File: src/rtl/dma_seq_pkg.sv
package dma_seq_pkg;
  typedef enum logic [2:0] {
    ST_IDLE = 3'd0,
    ST_HOLD = 3'd1,
    ST_ADDR = 3'd2,
    ST_XFER = 3'd3,
    ST_DONE = 3'd4
  } dma_state_e;
endpackage

File: src/rtl/dma_seq_regs.sv
module dma_seq_regs #(
  parameter int AW = 16,
  parameter int CW = 16
) (
  input  logic          clk,
  input  logic          rst_n,
  input  logic          load,
  input  logic [AW-1:0] ld_addr,
  input  logic [CW-1:0] ld_cnt,
  input  logic          ld_dir,
  input  logic          ld_auto,
  input  logic          step,
  input  logic          finish,
  output logic [AW-1:0] cur_addr,
  output logic          last,
  output logic          armed,
  output logic          dir
);
  logic [AW-1:0] base_addr_q, base_addr_d, cur_addr_q, cur_addr_d;
  logic [CW-1:0] base_cnt_q, base_cnt_d, cur_cnt_q, cur_cnt_d;
  logic          armed_d, dir_d, auto_q, auto_d;

  always_comb begin
    base_addr_d = base_addr_q;
    base_cnt_d  = base_cnt_q;
    cur_addr_d  = cur_addr_q;
    cur_cnt_d   = cur_cnt_q;
    armed_d     = armed;
    dir_d       = dir;
    auto_d      = auto_q;
    if (load) begin
      base_addr_d = ld_addr;
      base_cnt_d  = ld_cnt;
      cur_addr_d  = ld_addr;
      cur_cnt_d   = ld_cnt;
      dir_d       = ld_dir;
      auto_d      = ld_auto;
      armed_d     = 1'b1;
    end else if (finish) begin
      if (auto_q) begin
        cur_addr_d = base_addr_q;
        cur_cnt_d  = base_cnt_q;
      end else begin
        armed_d    = 1'b0;
      end
    end else if (step) begin
      cur_addr_d = cur_addr_q + AW'(1);
      cur_cnt_d  = cur_cnt_q - CW'(1);
    end
  end

  always_ff @(posedge clk or negedge rst_n) begin
    if (!rst_n) begin
      base_addr_q <= '0;
      base_cnt_q  <= '0;
      cur_addr_q  <= '0;
      cur_cnt_q   <= '0;
      armed       <= 1'b0;
      dir         <= 1'b0;
      auto_q      <= 1'b0;
    end else begin
      base_addr_q <= base_addr_d;
      base_cnt_q  <= base_cnt_d;
      cur_addr_q  <= cur_addr_d;
      cur_cnt_q   <= cur_cnt_d;
      armed       <= armed_d;
      dir         <= dir_d;
      auto_q      <= auto_d;
    end
  end

  assign cur_addr = cur_addr_q;
  assign last     = (cur_cnt_q == '0);
endmodule

File: src/rtl/dma_seq_fsm.sv
module dma_seq_fsm
  import dma_seq_pkg::*;
(
  input  logic       clk,
  input  logic       rst_n,
  input  logic       armed,
  input  logic       dev_req,
  input  logic       hold_ack,
  input  logic       last,
  input  logic       eop_in,
  output dma_state_e state,
  output logic       step,
  output logic       finish
);
  dma_state_e state_d;

  always_comb begin
    state_d = state;
    step    = 1'b0;
    finish  = 1'b0;
    unique case (state)
      ST_IDLE: if (armed && dev_req) state_d = ST_HOLD;
      ST_HOLD: if (hold_ack) state_d = ST_ADDR;
      ST_ADDR: state_d = ST_XFER;
      ST_XFER: begin
        step = 1'b1;
        if (last || eop_in) begin
          finish  = 1'b1;
          state_d = ST_DONE;
        end else if (dev_req) begin
          state_d = ST_ADDR;
        end else begin
          state_d = ST_IDLE;
        end
      end
      ST_DONE: state_d = ST_IDLE;
      default: state_d = ST_IDLE;
    endcase
  end

  always_ff @(posedge clk or negedge rst_n) begin
    if (!rst_n) state <= ST_IDLE;
    else        state <= state_d;
  end
endmodule

File: src/rtl/dma_seq_decode.sv
module dma_seq_decode
  import dma_seq_pkg::*;
(
  input  dma_state_e state,
  input  logic       dir,
  output logic       hold_req,
  output logic       addr_en,
  output logic       addr_stb,
  output logic       dev_ack,
  output logic       mem_rd,
  output logic       mem_wr,
  output logic       io_rd,
  output logic       io_wr,
  output logic       eop_out
);
  logic xfer;

  always_comb begin
    xfer     = (state == ST_XFER);
    hold_req = (state != ST_IDLE);
    addr_en  = (state == ST_ADDR) || xfer || (state == ST_DONE);
    addr_stb = (state == ST_ADDR);
    dev_ack  = (state == ST_ADDR) || xfer;
    mem_rd   = xfer &&  dir;
    io_wr    = xfer &&  dir;
    mem_wr   = xfer && !dir;
    io_rd    = xfer && !dir;
    eop_out  = (state == ST_DONE);
  end
endmodule

File: src/rtl/dma_xfer_seq.sv
module dma_xfer_seq
  import dma_seq_pkg::*;
#(
  parameter int ADDR_W = 16,
  parameter int CNT_W  = 16
) (
  input  logic              clk,
  input  logic              rst_n,
  input  logic              cfg_load,
  input  logic [ADDR_W-1:0] cfg_base_addr,
  input  logic [CNT_W-1:0]  cfg_last_cnt,
  input  logic              cfg_dir,
  input  logic              cfg_auto,
  input  logic              dev_req,
  input  logic              hold_ack,
  input  logic              eop_in,
  output logic              hold_req,
  output logic              addr_en,
  output logic              addr_stb,
  output logic              dev_ack,
  output logic              mem_rd,
  output logic              mem_wr,
  output logic              io_rd,
  output logic              io_wr,
  output logic              eop_out,
  output logic [ADDR_W-1:0] addr_out
);
  localparam int SYNC_STAGES = 2;

  logic [SYNC_STAGES-1:0] rst_sync;
  logic                   rst_q;
  logic                   armed, last, dir, step, finish;
  dma_state_e             state;

  always_ff @(posedge clk or negedge rst_n) begin
    if (!rst_n) rst_sync <= '0;
    else        rst_sync <= {rst_sync[SYNC_STAGES-2:0], 1'b1};
  end
  assign rst_q = rst_sync[SYNC_STAGES-1];

  dma_seq_regs #(.AW(ADDR_W), .CW(CNT_W)) regs_i (
    .clk(clk), .rst_n(rst_q), .load(cfg_load), .ld_addr(cfg_base_addr),
    .ld_cnt(cfg_last_cnt), .ld_dir(cfg_dir), .ld_auto(cfg_auto),
    .step(step), .finish(finish), .cur_addr(addr_out), .last(last),
    .armed(armed), .dir(dir)
  );

  dma_seq_fsm fsm_i (
    .clk(clk), .rst_n(rst_q), .armed(armed), .dev_req(dev_req),
    .hold_ack(hold_ack), .last(last), .eop_in(eop_in), .state(state),
    .step(step), .finish(finish)
  );

  dma_seq_decode dec_i (
    .state(state), .dir(dir), .hold_req(hold_req), .addr_en(addr_en),
    .addr_stb(addr_stb), .dev_ack(dev_ack), .mem_rd(mem_rd), .mem_wr(mem_wr),
    .io_rd(io_rd), .io_wr(io_wr), .eop_out(eop_out)
  );
endmodule

File: config.mk
export PLATFORM = sky130hd
export DESIGN_NAME = dma_xfer_seq
export DESIGN_NICKNAME = d
export VERILOG_FILES = /design/src/rtl/dma_seq_pkg.sv /design/src/rtl/dma_seq_regs.sv /design/src/rtl/dma_seq_fsm.sv /design/src/rtl/dma_seq_decode.sv /design/src/rtl/dma_xfer_seq.sv
export SDC_FILE = /design/constraint.sdc
export NUM_CORES = 1
export LEC_CHECK = 0
export ABC_AREA = 1
export BUFFER_PORTS_ARGS = -buffer_cell sky130_fd_sc_hd__buf_2
export CAP_MARGIN = 5
export CORE_MARGIN = 2
export CORE_UTILIZATION = 57
export DETAILED_ROUTE_END_ITERATION = 8
export PLACE_DENSITY = 0.78
export SLEW_MARGIN = 10
export SYNTH_ARGS = -nofsm -noshare
export SYNTH_HDL_FRONTEND = slang
export SYNTH_SLANG_ARGS = --single-unit
File: constraint.sdc
create_clock -name clk -period 2.55 [get_ports clk]
set_clock_uncertainty 0.15 [all_clocks]
set_input_delay 0 -clock clk [delete_from_list [all_inputs] [get_ports clk]]
set_output_delay 0 -clock clk [all_outputs]
set_load 0.005 [all_outputs]
==> impl_metrics.yaml, run 1 <==
run_status:
  outcome: "finished clean"
detailed_routing:
  vias: 4209
  drt_pass1_iterations: 6
  drt_iter0_markers: 307
  ant_nets: 0
  routed_wirelength_mm: 10.5
  avgRoutedWirePerCell_um: 12.7
  route.detailed.drc: 0
  post_drt_via_cell_ratio: 5.10
cts:
  clock_latency_ps: 340
  cts.sinks: 72
  post-cts-setup-buffers: 0
  cts_root_buffer: "clkbuf_8"
  cts_max_level: 3
  cts_inserted_buffers: 9
  cts_tree: "built"
  cts_resized: 0
  cts_max_path_buffers: 2
  cts-hold-fix-buffers: 40
  clk_pin_slew_ps: 80
grt:
  grt_pass1_wl_mm: 18.1
  grt_use_met1: 0.364
  grt_pass1_vias: 4012
  top_usage_layer: "met2"
  grt_usage: 0.267
  met2_usage: 0.438
  met3_usage: 0.0334
  grt_max_degree: 42
  antenna_found_initial: 0
  grt_overflow: 0
final_layout:
  antennaDiodeCount: 0
  fin_cells: 826
  final_nets: 764
  drive_above_1_share: 0.140
  fin_area_mm2: 0.00522
  area_growth_pct: 21.8
yosys:
  ys_seq_area_frac: 0.420
  yosys.area.top_type: "dfrtp_1"
  yosys_register_bits: 72
  yosys-mux-area-fraction: 0
  syn_nets: 668
  synthXorXnorAreaFrac: 0.0204
  syn_area_mm2: 0.00429
  synth-compound-area-share: 0.0517
  postSynthCellCount: 626
  yosys-top-cells-area: "dfrtp_1 (42%), nand2_1 (20%), nor2_1 (8.0%), nand3_1 (6.9%), inv_1 (5.6%)"
  yosysTopAreaCellShare: 0.420
  synth_adder_area_share: 0.00584
  syn_avg_cell_area_um2: 6.85
  synthSimpleGateAreaFrac: 0.397
  yosys.cell_types.count: 31
  ys_warn_count: 0
  synth_top_family_by_area: "simple AND/OR/NAND/NOR gates"
place:
  gp_congestion: 0.919
  placed_area_mm2: 0.00461
  dp_hpwl_mm: 7.10
  dp_slack_ps: 363
  dpl.cell_count: 770
  io_buffers: 64
timing:
  setup_viol: 0
  finalHoldViolCount: 0
  setup_ws_ps: 328
  hold_ws_ps: 2.40
  period_minus_slack_ps: 2220
  fmax_mhz: 450
  finalCritPeriodShare: 0.872
  slew-limit-headroom: 0.528
  fin_setup_tns_ps: 0
  drv_slew: 0
  tightest_slew_ps: 709
  grt_setup_unrepaired: "false"
setup_path:
  start_kind: "flip-flop"
  worstSetupPathType: "reg -> reg"
  cp.arrival_ps: 2330
  worstPathRequired_ps: 2660
  startpoint: "regs_i.cur_cnt_q[0]"
  crit_fanout: 19
  crit_path_end_kind: "flip-flop"
  rr_startpoint: "regs_i.cur_cnt_q[0]"
floorplan:
  rows: 31
  pin_count: 65
  start_util: 0.591
  die_h_um: 90.7
  coreArea_mm2: 0.00725
  dieArea_mm2: 0.00823
  die_x_um: 90.7
power:
  p_leak_nw: 2.87
  powerDensity_mw_per_mm2: 833
  peakVddDrop_mv: 0.362
worst_hold_path:
  min_path_type: "in -> reg"
  min_from: "cfg_load"
run:
  drv_cap: 0
per-layer routing:
| layer | part of all wire | vias to the layer above |
|---|---|---|
| li1 | - | 2135 |
| met1 | 0.46 | 1902 |
| met2 | 0.46 | 153 |
| met3 | 0.060 | 19 |
| met4 | 0.016 | 0 |
| met5 | 0 | - |
through the flow:
| stage | utilization | total power [mW] |
|---|---|---|
| after floorplan | - | 2.91 |
| after global placement | 0.636 | 3.29 |
| after detailed placement | 0.636 | 3.35 |
| after CTS | 0.720 | 4.34 |
| after global routing | 0.720 | 4.69 |
| final | 0.720 | 4.35 |
placed cells by master (no fill, tap or decap), drive strengths merged:
master / netlist / routed
xnor2: 6 / 6
clkinvlp: 0 / 2
ha: 2 / 2
dlygate4sd3: 0 / 40
dfrtp: 72 / 72
nor3: 3 / 3
nand3b: 5 / 5
nand4: 12 / 12
a31oi: 1 / 1
o21ai: 19 / 19
buf: 21 / 72
or2: 2 / 2
inv: 67 / 67
xor2: 4 / 4
bufinv: 0 / 1
a21oi: 21 / 21
o21a: 1 / 1
o31ai: 1 / 1
nand2: 230 / 230
nand3: 59 / 59
nor2: 93 / 93
clkbuf: 6 / 11
clkinv: 0 / 2
conb: 1 / 1
report_power, final:
group	switching [mW]	leakage [nW]	internal (mW)
combinational	0.969	1.91	0.670
sequential	0.356	0.863	1.42
clock	0.437	0.101	0.502
total	1.76	2.87	2.59
worst paths after layout:
| check | to | slack, ps | depth (start not counted) |
|---|---|---|---|
| setup / recovery | regs_i.cur_addr[14] | 330 | 11 |
| hold / removal | regs_i.base_cnt_q[8] | 2 | 3 |
| setup reg to reg | regs_i.cur_addr[14] | 330 | 11 |
| hold reg to reg | regs_i.base_cnt_q[2] | 170 | 0 |
| max in group asynchronous | regs_i.base_addr_q[5] | 1420 | 1 |
| min in group asynchronous | regs_i.base_cnt_q[2] | 170 | 0 |
synthesized netlist by cell type (all sizes together):
library cell and number:
nand3 59, or2 2, nor3 3, nand4 12, nor2 93, conb 1
a21oi 21, dfrtp 72, a31oi 1, buf 21, o21ai 19, clkbuf 6
xor2 4, o31ai 1, nand2 230, nand3b 5, o21a 1, xnor2 6
ha 2, inv 67
critical path: stages (launching register included):
cell and delay [ps]:
dfrtp_1 410, inv_1 80, ha_1 220, nand2_2 110, nor2_4 150, nand2_4 80, nand2_8 150, nand2_2 80
nand2_4 220, buf_4 250, nor2_1 60, a21oi_1 160
area by class of cell:
| class | count | area [µm²] |
|---|---|---|
| clock buffer | 11 | 151 |
| fill | 619 | 2030 |
| sequential | 72 | 1800 |
| timing repair buffer | 112 | 793 |
| tap | 99 | 124 |
| clock inverter | 5 | 55.1 |
| inverter | 67 | 254 |
| multi-input combinational | 460 | 2040 |
kinds of logic (layout without fill, tap and decap cells):
family | Yosys count | count (layout)
buf+inv | 94 | 195
simple gates | 404 | 404
other cells | 1 | 1
xor+xnor | 10 | 10
fa+ha+maj | 2 | 2
flops | 72 | 72
compound gates | 43 | 43
flip-flops by register name, indices dropped and copies added (netlist names):
name,cells
rst_sync,2
regs_i.dir,1
regs_i.cur_cnt_q,16
regs_i.armed,1
regs_i.base_addr_q,16
regs_i.auto_q,1
fsm_i.state,3
regs_i.base_cnt_q,16
regs_i.cur_addr,16
Note: power is estimated with default switching activity, not from simulation.
==> run 2: changes to the inputs <==
Settings changed: CORE_UTILIZATION 57 to 40, PLACE_DENSITY 0.78 to 0.57.
==> impl_metrics.yaml, run 2 (synthesis results as in run 1) <==
detailed_routing:
  avgRoutedWirePerCell_um: 12.8
  drt_iter0_markers: 221
  met3_length_um: 503
  m1WireLength_mm: 5.58
  post_drt_via_cell_ratio: 4.77
  vias: 4198
  routed_wirelength_mm: 11.3
  route.met2.wl_mm: 5.15
  ant_nets: 0
  drt_pass1_iterations: 4
  top_layer_used: "met4"
  route.detailed.drc: 0
run:
  drv_cap: 0
cts:
  cts-hold-fix-buffers: 56
  cts_max_level: 3
  cts_inserted_buffers: 9
  cts_tree: "built"
  clk_pin_slew_ps: 90
  cts.sinks: 72
  cts_resized: 0
  post-cts-setup-buffers: 0
  cts_max_path_buffers: 2
  clock_latency_ps: 360
  cts_root_buffer: "clkbuf_8"
grt:
  antenna_found_initial: 0
  grt_overflow: 0
  grt_usage: 0.208
  grt_max_degree: 71
  grt_pass1_vias: 4035
  grt_pass1_wl_mm: 19.1
timing:
  grt_setup_unrepaired: "false"
  fin_setup_tns_ps: 0
  setup_viol: 0
  fmax_mhz: 459
  drv_slew: 0
  slew-limit-headroom: 0.657
  setup_ws_ps: 369
  finalHoldViolCount: 0
  finalCritPeriodShare: 0.855
  period_minus_slack_ps: 2180
  tightest_slew_ps: 514
floorplan:
  pin_count: 65
  rows: 37
  coreArea_mm2: 0.0104
  dieArea_mm2: 0.0116
  start_util: 0.413
  die_h_um: 108
  die_x_um: 108
place:
  dp_hpwl_mm: 7.73
  gp_congestion: 0.868
  dp_slack_ps: 359
  io_buffers: 64
final_layout:
  drive_above_1_share: 0.138
  area_growth_pct: 26.5
  final_nets: 781
  final_common_cell: "nand2_1"
  multi_input_comb_area_mm2: 0.00204
  regArea_mm2: 0.00180
  antennaDiodeCount: 0
  final_cell_mix: "nand2_1 (224), nor2_1 (91), dfrtp_1 (71)"
  n_fill_cell: 1050
  fin_util: 0.523
setup_path:
  crit_path_top_delay_cell: "dfrtp_1"
  path_delay_family: "simple AND/OR/NAND/NOR gates"
  worstPathRequired_ps: 2650
  max_stage_delay_ps: 410
  start_kind: "flip-flop"
  cp.arrival_ps: 2280
  crit_chain: "inv_1 > ha_1 > nand2_2 > nor2_4 > nand2_4 > nand2_8 > nand2_4 > buf_12 > nand3_1 > nand3_1 > nand2_1 > nand2_1"
  crit_path_end_kind: "flip-flop"
  crit_buf_inv: 2
  worstSetupPathType: "reg -> reg"
  crit_fanout: 23
worst_hold_path:
  min_path_type: "in -> reg"
power:
  p_leak_nw: 2.93
  powerDensity_mw_per_mm2: 792
  peakVddDrop_mv: 0.297
run_status:
  outcome: "finished clean"
[run 2: path summary, 6_finish.rpt]
path	cells past startpoint	startpoint	slack, ps	end
worst max-delay path	12	regs_i.cur_cnt_q[0]	370	regs_i.cur_addr[10]
worst min-delay path	6	eop_in	100	regs_i.cur_cnt_q[6]
worst max register to register	12	regs_i.cur_cnt_q[0]	370	regs_i.cur_addr[10]
worst min register to register	1	rst_sync[1]	150	regs_i.base_addr_q[4]
max in group asynchronous	1	rst_sync[1]	1780	regs_i.cur_cnt_q[8]
min in group asynchronous	1	rst_sync[1]	150	regs_i.base_addr_q[4]
[run 2: power breakdown]
part	internal [mW]	switching, mW
registers	1.42	0.346
logic	0.707	0.984
clock network	0.361	0.479
[run 2: metal layers]
metal / GRT usage / vias to the layer above
met5: 0 / -
met4: 0.0476 / 0
met3: 0.0406 / 7
met2: 0.331 / 111
met1: 0.292 / 1915
li1: - / 2165
[run 2: area by class of cell]
type | count | area share
clock buffers | 9 | 0.0229
multi-input cells | 460 | 0.376
inverters | 67 | 0.0469
repair buffers | 129 | 0.180
well taps | 136 | 0.0314
flip-flops and latches | 72 | 0.333
clock inverters | 7 | 0.0102
[run 2: metrics by stage]
stage	hold WS, ps	area (µm²)	std cells	total power, mW
after global routing	117	5420	880	4.67
after detailed placement	-360	4680	808	3.40
final	96.2	5420	880	4.29
after global placement	-365	4680	808	3.37
after floorplan	-446	4290	626	2.91
after CTS	87.2	5420	880	4.32
[run 2: worst register-to-register path, cell delays in order, from the launching register on]
cell	delay, ps
dfrtp_1	410
inv_1	90
ha_1	230
nand2_2	120
nor2_4	160
nand2_4	80
nand2_8	150
nand2_4	200
buf_12	230
nand3_1	80
nand3_1	80
nand2_1	60
nand2_1	50
==> run 3: changes to the inputs <==
==> constraint.sdc (replaced) <==
create_clock -name clk -period 2.55 [get_ports clk]
set_clock_uncertainty 0.15 [all_clocks]
set_input_delay 0.51 -clock clk [delete_from_list [all_inputs] [get_ports clk]]
set_output_delay 0.51 -clock clk [all_outputs]
set_load 0.005 [all_outputs]
==> impl_metrics.yaml, run 3 (synthesis results as in run 1) <==
run:
  drv_cap: 0
cts:
  post-cts-setup-buffers: 0
  cts-hold-fix-buffers: 1
  clk_pin_slew_ps: 80
  cts_tree: "built"
  cts_max_path_buffers: 2
  cts_resized: 0
  cts.sinks: 72
  cts_inserted_buffers: 9
  cts_root_buffer: "clkbuf_8"
  cts_max_level: 3
  clock_latency_ps: 350
detailed_routing:
  vias: 3950
  routed_wirelength_mm: 10.6
  drt_iter0_markers: 210
  ant_nets: 0
  route.detailed.drc: 0
  avgRoutedWirePerCell_um: 12.9
  drt_pass1_iterations: 4
  post_drt_via_cell_ratio: 4.81
power:
  power_frac_seq: 0.409
  peakVddDrop_mv: 0.310
  power_mw: 4.31
  powerDensity_mw_per_mm2: 882
  clock_power_share: 0.219
  intPower_mw: 2.57
  p_leak_nw: 2.72
  combPwrFrac: 0.372
  switching_share: 0.402
  p_sw_mw: 1.73
setup_path:
  rrSetupSlack_ps: 300
  start_kind: "flip-flop"
  worstSetupPathType: "reg -> reg"
  crit_path_top_delay_cell: "dfrtp_1"
  crit_path_end_kind: "flip-flop"
  crit_fanout: 19
  crit_chain: "inv_1 > ha_1 > nand2_2 > nor2_4 > nand2_4 > nand2_8 > nand2_2 > nand2_4 > buf_4 > nor2_1 > a21oi_1"
  reg2reg_depth: 11
  max_stage_delay_ps: 400
  worstPathRequired_ps: 2660
  cp.arrival_ps: 2360
  rr_startpoint: "regs_i.cur_cnt_q[0]"
  worstReg2RegEnd: "regs_i.cur_cnt_q[8]"
final_layout:
  final_common_cell: "nand2_1"
  final_cell_mix: "nand2_1 (224), nor2_1 (91), dfrtp_1 (71)"
  fin_area_mm2: 0.00488
  area_growth_pct: 13.9
  antennaDiodeCount: 0
  drive_above_1_share: 0.146
  n_fill_cell: 1123
  final_nets: 724
place:
  io_buffers: 64
  placed_area_mm2: 0.00466
  gp_congestion: 0.857
  dp_hpwl_mm: 7.35
floorplan:
  die_x_um: 108
  dieArea_mm2: 0.0116
  pin_count: 65
  rows: 37
  coreArea_mm2: 0.0104
  start_util: 0.413
  die_h_um: 108
timing:
  tightest_slew_ps: 546
  drv_slew: 0
  finalHoldViolCount: 0
  grt_setup_unrepaired: "false"
  fin_setup_tns_ps: 0
  slew-limit-headroom: 0.636
  finalCritPeriodShare: 0.883
  setup_viol: 0
  fmax_mhz: 444
  period_minus_slack_ps: 2250
grt:
  grt_pass1_vias: 3770
  grt_max_degree: 71
  grt_usage: 0.194
  grt_pass1_wl_mm: 17.9
  antenna_found_initial: 0
  grt_overflow: 0
worst_hold_path:
  min_path_type: "reg -> async"
run_status:
  outcome: "finished clean"
## run 3: power groups by stage
| stage | clock, mW | sequential, mW | combinational, mW |
|---|---|---|---|
| 2_1_floorplan | 0 | 1.70 | 1.21 |
| 3_3_place_gp | 0 | 1.78 | 1.58 |
| 3_5_place_dp | 0 | 1.78 | 1.60 |
| 4_1_cts | 0.967 | 1.76 | 1.61 |
| 5_1_grt | 1.02 | 1.81 | 1.86 |
| 6_report | 0.943 | 1.76 | 1.60 |
## run 3: critical path, delay by kind of cell (launching register included)
family | cells | cell delay (ps)
adder cells (fa/ha/maj) | 1 | 220
flip-flops | 1 | 400
AND/OR/NAND/NOR | 7 | 850
buffers and inverters | 2 | 370
AO/OA/AOI/OAI | 1 | 160
## run 3: metrics by stage
step	util	hold WS [ps]	setup WS (ps)	instances
6_report	0.471	139	300	822
5_1_grt	0.471	182	105	822
4_1_cts	0.471	167	293	822
3_5_place_dp	0.450	145	324	806
3_3_place_gp	0.450	144	409	806
2_1_floorplan	-	64.4	246	626
## run 3: how the worst max path moves through the flow
stage,start,slack [ps],cells past startpoint,endpoint
after detailed placement,regs_i.cur_cnt_q[0],320,11,regs_i.cur_cnt_q[8]
final,regs_i.cur_cnt_q[0],300,11,regs_i.cur_cnt_q[8]
after CTS,regs_i.cur_cnt_q[0],290,11,regs_i.cur_cnt_q[8]
after global placement,regs_i.cur_cnt_q[0],410,12,regs_i.cur_addr[10]
after global routing,regs_i.cur_cnt_q[0],100,11,regs_i.cur_cnt_q[11]
after floorplan,rst_sync[1],250,0,fsm_i.state[0]
## run 3: routing by layer
metal | part of all wire | up-vias | track usage | wire [µm]
li1 | - | 2050 | - | -
met1 | 0.50 | 1806 | 0.281 | 5340
met2 | 0.44 | 80 | 0.298 | 4680
met3 | 0.042 | 14 | 0.0327 | 444
met4 | 0.013 | 0 | 0.0577 | 140
met5 | 0 | - | 0 | 0
## run 3: layout make-up
class / count / area [µm²] / share of cell area
clock buffers: 12 / 165 / 0.0338
clock inverters: 3 / 40.0 / 0.00821
inverters: 67 / 254 / 0.0521
multi-input cells: 460 / 2040 / 0.418
flip-flops and latches: 72 / 1800 / 0.369
well taps: 136 / 170 / 0.0349
repair buffers: 72 / 408 / 0.0836
